## config.mk

```make
export PLATFORM = sky130hd
export DESIGN_NAME = game_session_ctrl
export DESIGN_NICKNAME = d
export VERILOG_FILES = /design/src/rtl/gs_pkg.sv /design/src/rtl/gs_deadline.sv /design/src/rtl/gs_open_fix.sv /design/src/rtl/game_session_ctrl.sv
export SDC_FILE = /design/constraint.sdc
export NUM_CORES = 1
export LEC_CHECK = 0
export BUFFER_PORTS_ARGS = -buffer_cell sky130_fd_sc_hd__buf_2
export CORE_ASPECT_RATIO = 1.75
export CORE_MARGIN = 3
export CORE_UTILIZATION = 35
export CTS_CLUSTER_SIZE = 8
export DETAILED_ROUTE_END_ITERATION = 7
export PLACE_DENSITY_LB_ADDON = 0.1
export SYNTH_ARGS = -nofsm -noshare
export SYNTH_HDL_FRONTEND = slang
export SYNTH_SLANG_ARGS = --single-unit
```

## constraint.sdc

```tcl
create_clock -name clk -period 5.05 [get_ports clk]
set_input_delay 0.505 -clock clk [delete_from_list [all_inputs] [get_ports clk]]
set_output_delay 0.505 -clock clk [all_outputs]
set_load 0.05 [all_outputs]
```

## src/rtl/gs_pkg.sv

```systemverilog
package gs_pkg;
  typedef enum logic [1:0] {
    LK_OTHER = 2'd0,
    LK_WHITE = 2'd1,
    LK_BLACK = 2'd2,
    LK_MOVE  = 2'd3
  } line_kind_e;

  typedef enum logic [1:0] {
    ST_IDLE = 2'd0,
    ST_WAIT = 2'd1,
    ST_PEND = 2'd2
  } sess_st_e;

  localparam logic [1:0] TILE_STRAIGHT = 2'd0;
  localparam logic [1:0] TILE_SLASH    = 2'd1;
endpackage

```

## src/rtl/gs_deadline.sv

```systemverilog
module gs_deadline #(
  parameter int LIMIT = 50_000_000,
  localparam int CNT_W = (LIMIT > 1) ? $clog2(LIMIT) : 1
) (
  input  logic clk,
  input  logic rst_n,
  input  logic clear,
  input  logic run,
  output logic last
);
  logic [CNT_W-1:0] cnt_q, cnt_d;
  logic             cnt_en;

  always_comb begin
    cnt_en = clear | run;
    cnt_d  = clear ? '0 : cnt_q + 1'b1;
  end

  always_ff @(posedge clk or negedge rst_n) begin
    if (!rst_n)      cnt_q <= '0;
    else if (cnt_en) cnt_q <= cnt_d;
  end

  assign last = run && (cnt_q == CNT_W'(LIMIT - 1));
endmodule

```

## src/rtl/gs_open_fix.sv

```systemverilog
module gs_open_fix
  import gs_pkg::*;
#(
  parameter int COL_W = 6,
  parameter int ROW_W = 6,
  localparam int MOVE_W = COL_W + ROW_W + 2
) (
  input  logic              opening,
  input  logic [MOVE_W-1:0] mv_in,
  output logic [MOVE_W-1:0] mv_out
);
  logic [1:0] tile_fix;

  always_comb begin
    tile_fix = (mv_in[1:0] == TILE_STRAIGHT) ? TILE_STRAIGHT : TILE_SLASH;
    if (opening) mv_out = {{(COL_W + ROW_W){1'b0}}, tile_fix};
    else         mv_out = mv_in;
  end
endmodule

```

## src/rtl/game_session_ctrl.sv

```systemverilog
module game_session_ctrl
  import gs_pkg::*;
#(
  parameter int CLK_HZ = 50_000_000,
  parameter int COL_W  = 6,
  parameter int ROW_W  = 6,
  localparam int MOVE_W = COL_W + ROW_W + 2
) (
  input  logic              clk,
  input  logic              rst_n,
  input  logic              line_valid,
  input  logic [1:0]        line_kind,
  output logic              eng_req,
  output logic              eng_opening,
  input  logic              eng_done,
  input  logic [MOVE_W-1:0] eng_move,
  output logic              tx_valid,
  output logic [MOVE_W-1:0] tx_move,
  output logic              game_on,
  output logic              is_white,
  output logic              timeout,
  output logic              proto_err
);
  sess_st_e    st_q, st_d;
  logic        white_q, white_d;
  logic        open_q, open_d;
  logic        tx_q, tx_d;
  logic        to_q, to_d;
  logic        err_q, err_d;
  logic [MOVE_W-1:0] txm_q, fixed_mv;
  logic        start, send, last;
  logic        cmd_w, cmd_b, mv_line;
  line_kind_e  kind;

  assign kind    = line_kind_e'(line_kind);
  assign cmd_w   = line_valid && (kind == LK_WHITE);
  assign cmd_b   = line_valid && (kind == LK_BLACK);
  assign mv_line = line_valid && (kind == LK_MOVE);

  gs_deadline #(.LIMIT(CLK_HZ)) u_deadline (
    .clk   (clk),
    .rst_n (rst_n),
    .clear (start),
    .run   ((st_q == ST_PEND) && !eng_done),
    .last  (last)
  );

  gs_open_fix #(.COL_W(COL_W), .ROW_W(ROW_W)) u_open_fix (
    .opening (open_q),
    .mv_in   (eng_move),
    .mv_out  (fixed_mv)
  );

  always_comb begin
    st_d    = st_q;
    white_d = white_q;
    open_d  = open_q;
    start   = 1'b0;
    send    = 1'b0;
    to_d    = 1'b0;
    err_d   = 1'b0;
    if (cmd_w) begin
      st_d    = ST_PEND;
      white_d = 1'b1;
      open_d  = 1'b1;
      start   = 1'b1;
    end else if (cmd_b) begin
      st_d    = ST_WAIT;
      white_d = 1'b0;
      open_d  = 1'b0;
    end else begin
      unique case (st_q)
        ST_WAIT: if (mv_line) begin
          st_d   = ST_PEND;
          open_d = 1'b0;
          start  = 1'b1;
        end
        ST_PEND: begin
          if (eng_done) begin
            st_d = ST_WAIT;
            send = 1'b1;
          end else if (last) begin
            st_d = ST_IDLE;
            to_d = 1'b1;
          end
          err_d = mv_line;
        end
        default: ;
      endcase
    end
    tx_d = send;
  end

  always_ff @(posedge clk or negedge rst_n) begin
    if (!rst_n) begin
      st_q    <= ST_IDLE;
      white_q <= 1'b0;
      open_q  <= 1'b0;
      tx_q    <= 1'b0;
      to_q    <= 1'b0;
      err_q   <= 1'b0;
    end else begin
      st_q    <= st_d;
      white_q <= white_d;
      open_q  <= open_d;
      tx_q    <= tx_d;
      to_q    <= to_d;
      err_q   <= err_d;
    end
  end

  always_ff @(posedge clk or negedge rst_n) begin
    if (!rst_n)    txm_q <= '0;
    else if (send) txm_q <= fixed_mv;
  end

  assign eng_req     = (st_q == ST_PEND);
  assign eng_opening = open_q;
  assign tx_valid    = tx_q;
  assign tx_move     = txm_q;
  assign game_on     = (st_q != ST_IDLE);
  assign is_white    = white_q;
  assign timeout     = to_q;
  assign proto_err   = err_q;
endmodule

```

==> summary.txt, run 1 <==
Outcome
  – Outcome: finished clean

Timing
  – Slew HR: between 40 and 50%
  – Worst setup margin: 2.68 ns
  – Setup violators final: 0
  – Final worst path period need: 2.37 ns
  – Part of the cycle the worst path needs: around 47%
  – RSZ-0062 raised after global routing: no
  – Worst-margin pin slew: between 0.7 and 0.8 ns
  – Max-slew violations: 0
  – Hold Vio Cnt, Final: 0
  – Sum of negative setup slack: 0 ns
  – Clock Skew: 0.00315 ns
  – Max frequency: 0.422 GHz

Global route
  – Vias in the first global route: 2060
  – Grt ovf: 0
  – Largest net degree at the start of global routing: 48
  – GRT Overall Usage: 15.5%
  – Global Route met1 Usage: 16.7%
  – Initial antenna violation count: 0
  – GR peak layer: met2
  – Met2 Track Usage GR: 29.0%
  – Met3 Use GR: 3.27%
  – First-pass GRT wire length: ~10 mm

Floorplan
  – Boundary Pins: 41
  – Die ar.: 8080 sq um
  – Height of the die: 117 um
  – Core Rows: 39
  – Starting density of the core: 36.7%
  – Core region area: about 6700 sq um
  – Die X: 69.3 um

Worst setup path
  – Req. time, crit path: 5.20 ns
  – CP Class: reg -> reg
  – Startpoint types: register
  – Crit path capture type: register
  – Worst-path fanout max: 12
  – Worst r2r path cells: 4
  – Worst Path Arrival: 2.52 ns

Clock tree
  – Post-CTS sizing: 0
  – Hold_buf cts: 0
  – Clock Path Buffers: 2
  – Post-CTS setup buffer count: 0
  – # clock sinks: 47
  – H-tree levels: 2
  – Root buffer cell: clkbuf_16
  – CTS buffer count: 5
  – Worst-path clk slew: roughly 0.06 ns
  – Skew-Pair Late Insertion Delay: 0.28 ns
  – TritonCTS clock tree: yes

Route
  – Number of remaining DRC errors: 0
  – TritonRoute pass-1 iters: 5
  – DR WL/cell: 15.6 um
  – Initial drt markers: 70
  – Via density: 5.45
  – Antenna Nets Post-Route: 0
  – Vias: 2082
  – Final wirelength: 5.95 mm

Yosys
  – Synth top area cells: dfrtp_1 48%, nand2_1 5.7%, nand2b_1 5.1%
  – Yosys top cell by area: dfrtp_1
  – Sequential-to-total area share from yosys stat: 48.0%
  – Yosys cell types: 43
  – Synth Flop Type: dfrtp_1
  – Synthesized cell area: 2450 sq um
  – Ys async rst share: 100%
  – Share of the synthesized area in the top cell type: a little under half
  – Ys Warns: 0
  – EDFF count, synth: 0
  – Post-Syn Nets: 285
  – Post-Syn Instances: 264
  – Synth Register Bits: 47
  – Synthesized area per cell: a little over 9 sq um

Pwr
  – Switch Pwr: between 400 and 500 uW
  – VDD IR max: 0.155 mV
  – Int Pwr: 824 uW
  – Clock Power Share: 31.9%
  – Net Sw Frac: a little under two fifths
  – Comb power frac: 30.9%
  – Reg power frac: between 30 and 40%
  – P_leak: roughly 1.3 nW
  – Power per cell area: 456 nW/um^2

Placement
  – Port bufs: 40
  – Detailed-placement wirelength estimate: 4.25 mm
  – RD Place Congestion: 0.769
  – Pre-CTS setup slack: 2.61 ns

Layout
  – Layout cell share with drive strength beyond 1: about a fifth
  – Layout area overhead: 18.4%
  – Final Net Count: 320
  – Ant diodes: 0

Hold path
  – HP Class: in -> async

Job
  – Max-cap viol count: 0
## registers in the layout, summed over array words and instances (netlist names)
name / count
tx_valid: 1
tx_move: 14
u_deadline.cnt_q: 26
proto_err: 1
timeout: 1
eng_opening: 1
is_white: 1
st_q: 2
## kinds of logic after synthesis
logic type | Yosys count | synth area share, %
compound gates | 53 | 13.7
simple gates | 125 | 28.1
flops | 47 | 48.0
buf+inv | 21 | 3.37
xor+xnor | 12 | 4.29
mux | 5 | 2.04
fa+ha+maj | 1 | 0.510
## critical path: stages, from the launching register on
cell,delay (ns)
dfrtp_1,0.49
or3b_2,0.65
or3_1,0.56
o311ai_0,0.40
o41ai_1,0.13
## synthesized netlist by cell type (4+ instances only)
master,n
o21ai_0,22
inv_1,7
or3_1,4
nor2_1,15
o41ai_1,5
xnor2_1,5
clkbuf_1,12
and4_1,4
nand3_1,7
a21oi_1,10
or4_1,4
nand2_1,37
nand2b_1,20
dfrtp_1,47
mux2i_1,5
nand4_1,10
xor2_1,7
nor4_1,6
## final timing paths
| check | end | slack (ns) | startpoint |
|---|---|---|---|
| worst max-delay path | u_deadline.cnt_q[15] | 2.68 | st_q[0] |
| worst min-delay path | tx_move[9] | 0.30 | rst_n |
| worst max register to register | u_deadline.cnt_q[15] | 2.68 | st_q[0] |
| worst min register to register | tx_move[4] | 0.47 | tx_move[4] |
| max in group asynchronous | u_deadline.cnt_q[11] | 4.32 | rst_n |
| min in group clk | tx_move[4] | 0.47 | tx_move[4] |
## cell type report
cell class	instances	area (sq um)
fill	671	3780
multi-input combinational	196	1190
sequential	47	1180
timing repair buffer	42	215
clock buffer	6	129
tap	82	103
clock inverter	2	60.1
inverter	7	26.3
## layer usage
layer	part of all wire, %	up-vias
li1	-	1018
met4	2.4	0
met3	5.0	13
met1	40	977
met2	52	74
met5	0	-
## power by group through the flow
stage | clock (mW) | combinational, mW | sequential, mW
after floorplan | 0 | 0.125 | 0.679
final | 0.422 | 0.408 | 0.492
after global routing | 0.450 | 0.440 | 0.506
after global placement | 0 | 0.410 | 0.497
after CTS | 0.439 | 0.414 | 0.493
after detailed placement | 0 | 0.414 | 0.501
## layout by cell type (no fill, tap or decap), drive strengths merged, types with 2 or more instances in the layout
cell type / instances
xnor2: 5
a2111oi: 2
inv: 7
and2: 2
nor2: 15
or3: 4
a211oi: 2
or2: 2
o41ai: 5
nand2b: 20
or4: 7
and4: 4
o21ai: 22
xor2: 7
mux2i: 5
o211ai: 2
a21o: 2
o311ai: 3
nor4: 6
clkbuf: 6
dfrtp: 47
nand2: 37
nor2b: 3
and3: 2
buf: 42
a21oi: 10
nand3: 7
o31ai: 3
nand4: 10
bufinv: 2
## stage by stage
stage | power, mW | cell area (sq um) | hold slack [ns] | instances | util, %
final | 1.32 | 2900 | 0.302 | 382 | 43.4
after floorplan | 0.804 | 2450 | 0.209 | 264 | -
after detailed placement | 0.915 | 2710 | 0.466 | 374 | 40.6
after CTS | 1.35 | 2900 | 0.338 | 382 | 43.4
after global placement | 0.906 | 2710 | 0.459 | 374 | 40.6
after global routing | 1.40 | 2900 | 0.369 | 382 | 43.4
Note: power is estimated with default switching activity, not from simulation.
==> run 2: changes to the inputs <==
- clock period: 5.05 -> 2.4 ns (I/O delays scaled with it)
==> run 2 against run 1 <==
Net effect: via count shrank 2.4%; flip-flop and latch count is the same; sequential power grew 110%; routed wire length shrank 4.3%; global-route usage grew 0.12 points; maximum frequency grew 5.6%; core utilization grew 0.90 points; total power grew 110%; sequential share of layout area shrank 0.82 points; clock-buffer cell count is the same; largest power group unchanged; highest routed layer unchanged.
==> summary.txt, run 2 (synthesis gave the netlist of run 1 again) <==
Placement
  – Dpl cells: 382 (+2.1%)
  – RD Place Congestion: 0.788 (+2.4%)
  – Port bufs: 40 (unchanged)
  – Detailed-placement wirelength estimate: 4.22 mm (-0.62%)

Timing
  – RSZ-0062 raised after global routing: no
  – Setup violators final: 0 (unchanged)
  – Sum of negative setup slack: 0 ns (unchanged)
  – Worst-margin pin slew: 0.852 ns (+0.0940 ns)
  – Part of the cycle the worst path needs: 93.5% (+47 points)
  – Max frequency: 0.446 GHz (+5.6%)
  – Max-slew violations: 0 (unchanged)
  – Final worst path period need: 2.24 ns (-0.127 ns)
  – Clock Skew: 0.00445 ns (+0.00130 ns)
  – Hold Vio Cnt, Final: 0 (unchanged)
  – Slew HR: 43.2% (-6.3 points)
  – Hold_ws: 0.0561 ns (-0.246 ns)

Layout
  – Layout cell share with drive strength beyond 1: 21.4% (+2.1 points)
  – Post-route insts no fill: 390 (+2.1%)
  – Ant diodes: 0 (unchanged)
  – Filler instances: 667 (-0.60%)
  – Layout area overhead: 20.8%
  – Most flop-heavy register: u_deadline.cnt_q
  – Commonest non-fill, non-tap cell in the layout: dfrtp_1
  – Final Net Count: 328 (+2.5%)
  – Largest register FFs: 26 (unchanged)
  – Most frequent cells in the layout: 47 x dfrtp_1, 40 x buf_2, 37 x nand2_1, 22 x o21ai_0, 20 x nand2b_1

Worst setup path
  – Slowest stage cell, crit path: or4b_1
  – CP Class: reg -> reg
  – CP top delay family: simple AND/OR/NAND/NOR gates
  – Worst path most repeated cell: or4_4
  – Worst r2r src: u_deadline.cnt_q[16]
  – Crit path capture type: register
  – Req. time, crit path: 2.61 ns (-2.59 ns)
  – Startpoint types: register
  – Worst-path fanout max: 6 (-6)
  – Critical path's largest stage delay: 0.53 ns (-0.12 ns)
  – Crit path launch: u_deadline.cnt_q[16]
  – Crit path cell chain: or4b_1, or4_4, or4_4, a211oi_2
  – Critical path buffers and inverters: 0 (unchanged)
  – Worst Path Arrival: 2.45 ns (-0.07 ns)

Global route
  – First-pass GRT wire length: 10.0 mm (-0.63%)
  – Initial antenna violation count: 0 (unchanged)
  – Met3 Use GR: 3.10% (-0.17 points)
  – Vias in the first global route: 2019 (-2.0%)
  – Largest net degree at the start of global routing: 39 (-19%)
  – GR peak layer: met2
  – Grt ovf: 0 (unchanged)
  – Global Route met1 Usage: 17.9% (+1.2 points)
  – GRT Overall Usage: 15.7% (+0.12 points)
  – Met2 Track Usage GR: 28.4% (-0.57 points)

Floorplan
  – Boundary Pins: 41 (unchanged)
  – Height of the die: 117 um (unchanged)
  – Core region area: 6690 sq um (unchanged)
  – Die ar.: 8080 sq um (unchanged)
  – Die X: 69.3 um (unchanged)
  – Starting density of the core: 36.7% (unchanged)
  – Core Rows: 39 (unchanged)

Outcome
  – Outcome: finished clean

Pwr
  – Power per cell area: 946 nW/um^2 (+110%)
  – VDD IR max: 0.396 mV (+160%)
  – P_leak: 1.32 nW (+2.9%)
  – Total power: 2.80 mW (+110%)

Clock tree
  – H-tree levels: 2 (unchanged)
  – # clock sinks: 47 (unchanged)
  – Worst-path clk slew: 0.06 ns (about the same)
  – CTS buffer count: 5 (unchanged)
  – Clock Path Buffers: 2 (unchanged)
  – TritonCTS clock tree: yes
  – Post-CTS setup buffer count: 0 (unchanged)
  – Hold_buf cts: 0 (unchanged)
  – Root buffer cell: clkbuf_16
  – Skew-Pair Late Insertion Delay: 0.29 ns (about the same)
  – Post-CTS sizing: 0 (unchanged)

Job
  – Max-cap viol count: 0 (unchanged)

Route
  – Final wirelength: 5.70 mm (-4.3%)
  – DR WL/cell: 14.6 um (-6.2%)
  – Via density: 5.21 (-4.4%)
  – Antenna Nets Post-Route: 0 (unchanged)
  – Number of remaining DRC errors: 0 (unchanged)
  – Vias: 2032 (-2.4%)
  – Initial drt markers: 65 (-7.1%)
  – TritonRoute pass-1 iters: 4 (-1)

Hold path
  – HP Class: in -> async
-- run 2: cell count changes in the layout (fill, tap and decap cells not counted) --
cell / previous run / this run
buf_4: 2 / 10
-- run 2: worst paths after layout --
check	to	slack (ns)	cells after the start
max	timeout	0.16	4
min	tx_move[9]	0.06	1
max reg2reg	timeout	0.16	4
min reg2reg	tx_move[10]	0.48	2
max in group asynchronous	u_deadline.cnt_q[1]	1.70	2
min in group clk	tx_move[5]	0.20	3
-- run 2: routing by layer --
| metal | vias to the layer above | share of wire (%) |
|---|---|---|
| met2 | 50 | 52 |
| met1 | 948 | 43 |
| li1 | 1032 | - |
| met4 | 0 | 1.0 |
| met3 | 2 | 3.9 |
| met5 | - | 0 |
-- run 2: final cells by class --
class | instances | area (sq um) | area share (%)
clock buffers | 6 | 129 | 4.35
clock inverters | 2 | 60.1 | 2.03
inverters | 7 | 26.3 | 0.887
multi-input cells | 196 | 1190 | 40.3
flip-flops and latches | 47 | 1180 | 39.7
well taps | 82 | 103 | 3.46
repair buffers | 50 | 275 | 9.29
-- run 2: power breakdown --
part	internal, mW	switching, mW
sequential	0.929	0.0829
clock	0.597	0.292
combinational	0.227	0.673
-- run 2: stage by stage --
stage | area [sq um] | setup slack (ns) | utilization (%)
floorplan | 2450 | 0.226 | -
global placement | 2770 | 0.183 | 41.5
detailed placement | 2770 | 0.155 | 41.5
CTS | 2960 | 0.138 | 44.3
global route | 2960 | 0.0932 | 44.3
finish | 2960 | 0.156 | 44.3
-- run 2: worst reg2reg max path, stage by stage, from the launching register on --
cell      delay, ns
dfrtp_1        0.42
or4b_1         0.53
or4_4          0.50
or4_4          0.52
a211oi_2       0.19
